<file path="src/rtl/ifl_pkg.sv">
package ifl_pkg;
  typedef enum logic [2:0] {
    TS_RUN    = 3'd0,
    TS_SENT   = 3'd1,
    TS_WRETRY = 3'd2,
    TS_WRSP   = 3'd3,
    TS_DONE   = 3'd4,
    TS_HOLD   = 3'd5,
    TS_FLUSH  = 3'd6
  } tstate_e;
endpackage

</file>
<file path="src/rtl/ifl_line_store.sv">
module ifl_line_store #(
  parameter int THREADS    = 2,
  parameter int LINE_WORDS = 4,
  parameter int WORD_W     = 32,
  parameter int AW         = 3
) (
  input  logic              clk,
  input  logic              we_i,
  input  logic [AW-1:0]     waddr_i,
  input  logic [WORD_W-1:0] wdata_i,
  input  logic [AW-1:0]     raddr_i,
  output logic [WORD_W-1:0] rdata_o
);
  localparam int DEPTH = THREADS * LINE_WORDS;

  logic [WORD_W-1:0] mem [DEPTH];

  always_ff @(posedge clk) begin
    if (we_i) mem[waddr_i] <= wdata_i;
    rdata_o <= mem[raddr_i];
  end
endmodule

</file>
<file path="src/rtl/ifl_thread_ctl.sv">
module ifl_thread_ctl
  import ifl_pkg::*;
#(
  parameter int ADDR_W = 32,
  parameter int TAG_W  = 3
) (
  input  logic              clk,
  input  logic              rst,
  input  logic              squash_i,
  input  logic              stall_i,
  input  logic              issue_i,
  input  logic [ADDR_W-1:0] issue_addr_i,
  input  logic [TAG_W-1:0]  issue_tag_i,
  input  logic              acc_i,
  input  logic              rej_i,
  input  logic              fill_done_i,
  output tstate_e           state_o,
  output logic              line_vld_o,
  output logic [ADDR_W-1:0] line_tag_o,
  output logic [TAG_W-1:0]  out_tag_o
);
  tstate_e state_d;

  always_comb begin
    state_d = state_o;
    if (squash_i) begin
      state_d = TS_FLUSH;
    end else begin
      unique case (state_o)
        TS_RUN:    if (stall_i) state_d = TS_HOLD;
                   else if (issue_i) state_d = TS_SENT;
        TS_SENT:   if (acc_i) state_d = TS_WRSP;
                   else if (rej_i) state_d = TS_WRETRY;
        TS_WRETRY: if (acc_i) state_d = TS_WRSP;
        TS_WRSP:   if (fill_done_i) state_d = stall_i ? TS_HOLD : TS_DONE;
        TS_DONE,
        TS_FLUSH:  state_d = stall_i ? TS_HOLD : TS_RUN;
        TS_HOLD:   if (!stall_i) state_d = TS_RUN;
        default:   state_d = TS_RUN;
      endcase
    end
  end

  always_ff @(posedge clk) begin
    if (rst) begin
      state_o    <= TS_RUN;
      line_vld_o <= 1'b0;
      line_tag_o <= '0;
      out_tag_o  <= '0;
    end else begin
      state_o <= state_d;
      if (issue_i) begin
        line_tag_o <= issue_addr_i;
        line_vld_o <= 1'b0;
        out_tag_o  <= issue_tag_i;
      end
      if (fill_done_i && !squash_i) line_vld_o <= 1'b1;
    end
  end

  // the buffer stays invalid for as long as its request is outstanding
  assert_wait_no_valid_R3: assert property (@(posedge clk) disable iff (rst)
    (state_o == TS_WRSP) |-> !line_vld_o);

  // a buffer only becomes valid at the end of an accepted fill
  assert_valid_after_fill_R8: assert property (@(posedge clk) disable iff (rst)
    $rose(line_vld_o) |-> ($past(state_o) == TS_WRSP));
endmodule

</file>
<file path="src/rtl/ifl_port_ctrl.sv">
module ifl_port_ctrl #(
  parameter int THREADS = 2,
  parameter int ADDR_W  = 32,
  parameter int TAG_W   = 3,
  parameter int TID_W   = 1
) (
  input  logic               clk,
  input  logic               rst,
  input  logic               issue_i,
  input  logic [ADDR_W-1:0]  issue_addr_i,
  input  logic [TID_W-1:0]   issue_tid_i,
  input  logic [TAG_W-1:0]   issue_tag_i,
  input  logic [THREADS-1:0] squash_i,
  input  logic               mem_req_ready_i,
  input  logic               mem_retry_i,
  output logic               req_valid_o,
  output logic [ADDR_W-1:0]  req_addr_o,
  output logic [TID_W-1:0]   req_tid_o,
  output logic [TAG_W-1:0]   req_tag_o,
  output logic               acc_o,
  output logic               rej_o,
  output logic               blocked_o,
  output logic               slot_vld_o
);
  logic              from_slot_q;
  logic [ADDR_W-1:0] slot_addr_q;
  logic [TID_W-1:0]  slot_tid_q;
  logic [TAG_W-1:0]  slot_tag_q;

  assign acc_o = req_valid_o && mem_req_ready_i;
  assign rej_o = req_valid_o && !mem_req_ready_i && !from_slot_q && !squash_i[req_tid_o];

  always_ff @(posedge clk) begin
    if (rst) begin
      req_valid_o <= 1'b0;
      req_addr_o  <= '0;
      req_tid_o   <= '0;
      req_tag_o   <= '0;
      from_slot_q <= 1'b0;
      slot_vld_o  <= 1'b0;
      slot_addr_q <= '0;
      slot_tid_q  <= '0;
      slot_tag_q  <= '0;
      blocked_o   <= 1'b0;
    end else begin
      req_valid_o <= 1'b0;
      if (acc_o && from_slot_q) begin
        slot_vld_o <= 1'b0;
        blocked_o  <= 1'b0;
      end
      if (rej_o) begin
        slot_vld_o  <= 1'b1;
        slot_addr_q <= req_addr_o;
        slot_tid_q  <= req_tid_o;
        slot_tag_q  <= req_tag_o;
        blocked_o   <= 1'b1;
      end
      if (mem_retry_i) begin
        if (slot_vld_o) begin
          if (!req_valid_o && !squash_i[slot_tid_q]) begin
            req_valid_o <= 1'b1;
            req_addr_o  <= slot_addr_q;
            req_tid_o   <= slot_tid_q;
            req_tag_o   <= slot_tag_q;
            from_slot_q <= 1'b1;
          end
        end else if (!rej_o) begin
          blocked_o <= 1'b0;
        end
      end
      if (slot_vld_o && squash_i[slot_tid_q]) slot_vld_o <= 1'b0;
      if (issue_i) begin
        req_valid_o <= 1'b1;
        req_addr_o  <= issue_addr_i;
        req_tid_o   <= issue_tid_i;
        req_tag_o   <= issue_tag_i;
        from_slot_q <= 1'b0;
      end
    end
  end

  // a kept request always comes with the port marked blocked
  assert_slot_implies_blocked_R5: assert property (@(posedge clk) disable iff (rst)
    slot_vld_o |-> blocked_o);

  // no new request is started while the port is blocked
  assert_no_issue_blocked_R4: assert property (@(posedge clk) disable iff (rst)
    (req_valid_o && !from_slot_q) |-> !$past(blocked_o));
endmodule

</file>
<file path="src/rtl/ifl_line_requester.sv">
module ifl_line_requester
  import ifl_pkg::*;
#(
  parameter int THREADS    = 2,
  parameter int ADDR_W     = 32,
  parameter int WORD_W     = 32,
  parameter int LINE_WORDS = 4,
  parameter int TAG_W      = 3,
  parameter int CNT_W      = 16,
  localparam int TID_W     = (THREADS > 1) ? $clog2(THREADS) : 1,
  localparam int BEAT_W    = (LINE_WORDS > 1) ? $clog2(LINE_WORDS) : 1
) (
  input  logic                 clk,
  input  logic                 rst,
  input  logic                 fetch_vld_i,
  input  logic [TID_W-1:0]     fetch_tid_i,
  input  logic [ADDR_W-1:0]    fetch_pc_i,
  input  logic                 irq_pending_i,
  input  logic [THREADS-1:0]   stall_i,
  input  logic [THREADS-1:0]   squash_i,
  output logic                 mem_req_valid_o,
  output logic [ADDR_W-1:0]    mem_req_addr_o,
  output logic [TID_W-1:0]     mem_req_tid_o,
  output logic [TAG_W-1:0]     mem_req_tag_o,
  input  logic                 mem_req_ready_i,
  input  logic                 mem_retry_i,
  input  logic                 mem_rsp_valid_i,
  input  logic [TID_W-1:0]     mem_rsp_tid_i,
  input  logic [TAG_W-1:0]     mem_rsp_tag_i,
  input  logic [WORD_W-1:0]    mem_rsp_data_i,
  input  logic [TID_W-1:0]     rd_tid_i,
  input  logic [BEAT_W-1:0]    rd_word_i,
  output logic [WORD_W-1:0]    rd_data_o,
  output logic                 line_hit_o,
  output logic [3*THREADS-1:0] thread_state_o,
  output logic                 port_blocked_o,
  output logic [CNT_W-1:0]     issued_cnt_o,
  output logic [CNT_W-1:0]     dropped_cnt_o
);
  localparam int LINE_BYTES = LINE_WORDS * WORD_W / 8;
  localparam int OFF_W      = $clog2(LINE_BYTES);
  localparam int SAW        = TID_W + BEAT_W;

  tstate_e           st   [THREADS];
  logic              lvld [THREADS];
  logic [ADDR_W-1:0] ltag [THREADS];
  logic [TAG_W-1:0]  otag [THREADS];

  logic [ADDR_W-1:0] fetch_line;
  logic              irq_hold, may_fetch, tag_match, hit_now, issue;
  logic              acc, rej, slot_vld, rsp_ok, last_beat;
  logic [TAG_W-1:0]  tag_q;
  logic [BEAT_W-1:0] beat_q;

  assign fetch_line = {fetch_pc_i[ADDR_W-1:OFF_W], {OFF_W{1'b0}}};
  assign irq_hold   = irq_pending_i && (fetch_pc_i[1:0] == 2'b00);
  assign may_fetch  = fetch_vld_i && (st[fetch_tid_i] == TS_RUN) && !stall_i[fetch_tid_i]
                      && !squash_i[fetch_tid_i] && !port_blocked_o && !irq_hold;
  assign tag_match  = lvld[fetch_tid_i] && (ltag[fetch_tid_i] == fetch_line);
  assign hit_now    = may_fetch && tag_match;
  assign issue      = may_fetch && !tag_match && !mem_req_valid_o && !slot_vld;

  assign last_beat  = (beat_q == BEAT_W'(LINE_WORDS - 1));
  assign rsp_ok     = mem_rsp_valid_i && (st[mem_rsp_tid_i] == TS_WRSP)
                      && (mem_rsp_tag_i == otag[mem_rsp_tid_i]) && !squash_i[mem_rsp_tid_i];

  ifl_port_ctrl #(
    .THREADS(THREADS), .ADDR_W(ADDR_W), .TAG_W(TAG_W), .TID_W(TID_W)
  ) u_port (
    .clk(clk), .rst(rst),
    .issue_i(issue), .issue_addr_i(fetch_line), .issue_tid_i(fetch_tid_i), .issue_tag_i(tag_q),
    .squash_i(squash_i), .mem_req_ready_i(mem_req_ready_i), .mem_retry_i(mem_retry_i),
    .req_valid_o(mem_req_valid_o), .req_addr_o(mem_req_addr_o), .req_tid_o(mem_req_tid_o),
    .req_tag_o(mem_req_tag_o), .acc_o(acc), .rej_o(rej),
    .blocked_o(port_blocked_o), .slot_vld_o(slot_vld)
  );

  for (genvar t = 0; t < THREADS; t++) begin : g_thr
    ifl_thread_ctl #(.ADDR_W(ADDR_W), .TAG_W(TAG_W)) u_thr (
      .clk(clk), .rst(rst),
      .squash_i(squash_i[t]), .stall_i(stall_i[t]),
      .issue_i(issue && (fetch_tid_i == TID_W'(t))),
      .issue_addr_i(fetch_line), .issue_tag_i(tag_q),
      .acc_i(acc && (mem_req_tid_o == TID_W'(t))),
      .rej_i(rej && (mem_req_tid_o == TID_W'(t))),
      .fill_done_i(rsp_ok && last_beat && (mem_rsp_tid_i == TID_W'(t))),
      .state_o(st[t]), .line_vld_o(lvld[t]), .line_tag_o(ltag[t]), .out_tag_o(otag[t])
    );
    assign thread_state_o[3*t +: 3] = st[t];
  end

  ifl_line_store #(
    .THREADS(THREADS), .LINE_WORDS(LINE_WORDS), .WORD_W(WORD_W), .AW(SAW)
  ) u_store (
    .clk(clk), .we_i(rsp_ok),
    .waddr_i({mem_rsp_tid_i, beat_q}), .wdata_i(mem_rsp_data_i),
    .raddr_i({rd_tid_i, rd_word_i}), .rdata_o(rd_data_o)
  );

  always_ff @(posedge clk) begin
    if (rst) begin
      tag_q         <= '0;
      beat_q        <= '0;
      line_hit_o    <= 1'b0;
      issued_cnt_o  <= '0;
      dropped_cnt_o <= '0;
    end else begin
      line_hit_o <= hit_now;
      if (issue) begin
        tag_q        <= tag_q + 1'b1;
        issued_cnt_o <= issued_cnt_o + 1'b1;
      end
      if (mem_rsp_valid_i) begin
        beat_q <= last_beat ? '0 : beat_q + 1'b1;
        if (last_beat && !rsp_ok) dropped_cnt_o <= dropped_cnt_o + 1'b1;
      end
    end
  end

  // the drop counter moves by at most one per cycle
  assert_drop_step_R7: assert property (@(posedge clk) disable iff (rst)
    (dropped_cnt_o == $past(dropped_cnt_o)) || (dropped_cnt_o == $past(dropped_cnt_o) + 1'b1));
endmodule

</file>
<file path="config.mk">
export PLATFORM = sky130hd
export DESIGN_NAME = ifl_line_requester
export DESIGN_NICKNAME = d
export VERILOG_FILES = /design/src/rtl/ifl_pkg.sv /design/src/rtl/ifl_line_store.sv /design/src/rtl/ifl_thread_ctl.sv /design/src/rtl/ifl_port_ctrl.sv /design/src/rtl/ifl_line_requester.sv
export SDC_FILE = /design/constraint.sdc
export NUM_CORES = 1
export LEC_CHECK = 0
export ABC_AREA = 1
export BUFFER_PORTS_ARGS = -buffer_cell sky130_fd_sc_hd__buf_4
export CAP_MARGIN = 20
export CORE_MARGIN = 8
export CORE_UTILIZATION = 50
export CTS_CLUSTER_SIZE = 14
export DETAILED_ROUTE_END_ITERATION = 12
export PLACE_DENSITY_LB_ADDON = 0.3
export SETUP_SLACK_MARGIN = 0.4
export SYNTH_ARGS = -nofsm -noshare
export SYNTH_HDL_FRONTEND = slang
export SYNTH_SLANG_ARGS = --single-unit
export TNS_END_PERCENT = 1
</file>
<file path="constraint.sdc">
create_clock -name clk -period 12.5 [get_ports clk]
set_clock_uncertainty 0.15 [all_clocks]
set_input_delay 2.5 -clock clk [delete_from_list [all_inputs] [get_ports clk]]
set_output_delay 2.5 -clock clk [all_outputs]
set_load 0.05 [all_outputs]
</file>
==> impl_metrics.yaml <==
placement:
  portBuffers: 189
  place_congestion: 0.855
  placedCellCount: 2628
  dpl.hpwl_mm: 27.5
worst_setup_path:
  crit_path_start_kind: "primary input"
  crit_family: "buffers and inverters"
  slowest_stage: "inv_2"
  crit_path_max_fanout: 60
  crit_type: "in -> reg"
  cp.required_ns: 12.83
  crit_buf_inv: 3
  cpMostUsedCell: "nand2_1"
  slowest_delay_ns: 0.79
  crit_path_end_kind: "flip-flop"
  rrSetupSlack_ns: 9.70
  worstPathArrival_ns: 5.37
  path_cells: "buf_4, inv_4, nand2_1, nand2_1, nand2_1, nand2_1, nand2_1, nor2_1, nand2_1, nor2_1, nand2_2, nand3_2, inv_2, o21ai_0, a21oi_1"
routing:
  vias_per_cell: 5.42
  dr.pass1.iters: 5
  ant_nets: 0
  drc: 0
  vias: 14727
  drt-initial-drc-count: 1158
  wl_mm: 46.6
  routedWlPerCell_um: 17.2
floorplanning:
  initial_utilization_pct: 50.8
  ios: 192
  die_h_um: 212
  rows: 71
  die-width_um: 212
  core_area_um2: 37700
  die_area_um2: 44800
grt:
  grt_usage_pct: 20.4
  grt_pass1_vias: 14132
  grt_pass1_wl_mm: 73.6
  antenna_found_initial: 3
  grt.overflow.total: 0
  grt_max_degree: 104
clock_network:
  path_clk_slew_ns: 0.06
  worstSkewPairLatency_ns: 0.56
  postCtsSetupBuffers: 0
  cts_buffer_depth: 3
  cts_buffers: 48
  postCtsHoldBufs: 0
  cts.htree.levels: 2
  cts-resized-gates: 0
  clock_sinks: 472
  cts_tree: "done"
  cts-root-buf: "clkbuf_16"
timing:
  post-route-min-period_ns: 5.05
  final-hold-violation-count: 0
  worst_slew_pin_slew_ns: 0.995
  post-route-period-util_pct: 40.4
  drv_slew: 0
  fmax_mhz: 198
  setup_viol: 0
  finalSetupTns_ns: 0
  slew_headroom_pct: 33.6
  rsz0062_at_grt: "no"
status:
  outcome: "completed"
power_and_ir_drop:
  cellPowerDensity_nw_per_um2: 153
  p_leak_uw: 0.00850
  ir_worst_vdd_uv: 124
finish:
  syn2layout_area_growth_pct: 17.2
  drive_above_1_share_pct: 14.0
  nets: 2255
  n_antenna_cell: 0
  layout.cells.non_filler: 2717
  final_cell_mix: "nor2_1, nand2_1, edfxtp_1"
  final_common_cell: "nor2_1"
logic_synthesis:
  netlist_instances: 2021
  yosysWarnings: 0
  synth_area_um2: 19100
  syn-num-nets: 2108
  ys_types: 42
  async_flop_share_pct: 0
  synth_edf_count: 256
  yosysSeqAreaShare_pct: 62.8
  ys_ff_latch: 472
  synth_flop_cell: "edfxtp_1"
  avgSynthCellArea_um2: 9.47
worst_hold_path:
  hold_class: "reg -> reg"
flow_run:
  drv_cap: 0
-- layout make-up --
cell class              instances  area (um^2)
fillers                      3200        15200
inverters                     157          592
multi-input cells            1282         6030
flip-flops and latches        472        12000
clock inverters                26          251
well taps                     511          639
clock buffers                  62         1330
repair buffers                207         1570
-- routing by layer --
layer	wire length (um)	GRT usage [%]
met5	37	0
met4	1100	5.82
met3	3330	5.72
met2	22200	34.3
met1	20000	25.3
-- cells by family (layout without fill, tap and decap cells) --
family                     Yosys count  count (layout)  synth area share (%)
DFF                                472             472                  62.8
xor gates and xnor gates             6               6                 0.275
adders and majority gates            4               4                 0.262
AOI/OAI and AO/OA                  536             536                  15.1
and+or+nand+nor                    736             736                  15.7
buffers and inverters              267             452                  5.91
-- worst paths after layout --
kind | start | to | cells after the start
worst max-delay path | fetch_tid_i | g_thr[1].u_thr.line_tag_o[9] | 15
worst min-delay path | g_thr[1].u_thr.out_tag_o[0] | g_thr[1].u_thr.out_tag_o[0] | 2
worst max register to register | g_thr[0].u_thr.state_o[0] | g_thr[1].u_thr.line_tag_o[9] | 9
worst min register to register | g_thr[1].u_thr.out_tag_o[0] | g_thr[1].u_thr.out_tag_o[0] | 2
-- state kept, by name, indices dropped and copies added (netlist names), 6 cells and up --
register / count
u_port.slot_addr_q: 32
u_store.rdata_o: 32
u_port.req_addr_o: 32
issued_cnt_o: 16
u_store.mem: 256
g_thr.u_thr.state_o: 6
dropped_cnt_o: 16
g_thr.u_thr.out_tag_o: 6
g_thr.u_thr.line_tag_o: 56
-- Yosys cell counts (2+ instances only) --
master | instances | area (um^2)
buf_6 | 13 | 146
nand4_1 | 17 | 106
clkbuf_1 | 73 | 274
nand3_1 | 63 | 315
nor3b_1 | 5 | 37.5
nand2_1 | 287 | 1080
nand3b_1 | 2 | 15.0
buf_4 | 4 | 30.0
nor2_1 | 322 | 1210
or2_2 | 3 | 18.8
a31oi_1 | 34 | 213
buf_2 | 10 | 50.1
buf_1 | 10 | 37.5
nor3_1 | 26 | 130
edfxtp_1 | 256 | 7690
a22oi_1 | 2 | 15.0
xnor2_1 | 3 | 26.3
clkinv_1 | 3 | 11.3
nand3_2 | 3 | 30.0
o21ai_1 | 41 | 205
nand2_2 | 3 | 18.8
ha_1 | 4 | 50.1
inv_2 | 5 | 18.8
a211oi_1 | 31 | 233
o22ai_1 | 33 | 206
o21ai_0 | 252 | 1260
o31ai_1 | 3 | 22.5
o211ai_1 | 2 | 15.0
o21a_1 | 4 | 30.0
dfxtp_1 | 216 | 4320
a21oi_1 | 131 | 656
xor2_1 | 3 | 26.3
inv_1 | 148 | 556
-- power by group --
part           internal [uW]  switching (uW)  leakage [uW]
Sequential              1670            21.6       0.00406
Combinational           96.0             220       0.00366
Clock                    849             578      0.000770
-- worst min-delay path, delay by kind of cell, from the launching register on --
family	cells	cell delay [ns]
compound gates	1	0.05
buf+inv	1	0.05
flops	1	0.31
-- through the flow --
| step | util, % | worst slack (ns) | area [um^2] | power, uW | hold slack (ns) |
|---|---|---|---|---|---|
| after floorplan | - | 6.22 | 19100 | 1930 | 0.274 |
| after global placement | 55.3 | 6.57 | 20800 | 2030 | 0.284 |
| after detailed placement | 55.3 | 6.57 | 20800 | 2030 | 0.293 |
| after CTS | 59.5 | 7.17 | 22400 | 3460 | 0.303 |
| after global routing | 59.5 | 7.14 | 22400 | 3550 | 0.336 |
| final | 59.5 | 7.45 | 22400 | 3430 | 0.299 |
No activity file was read; power rests on OpenSTA's default activity.
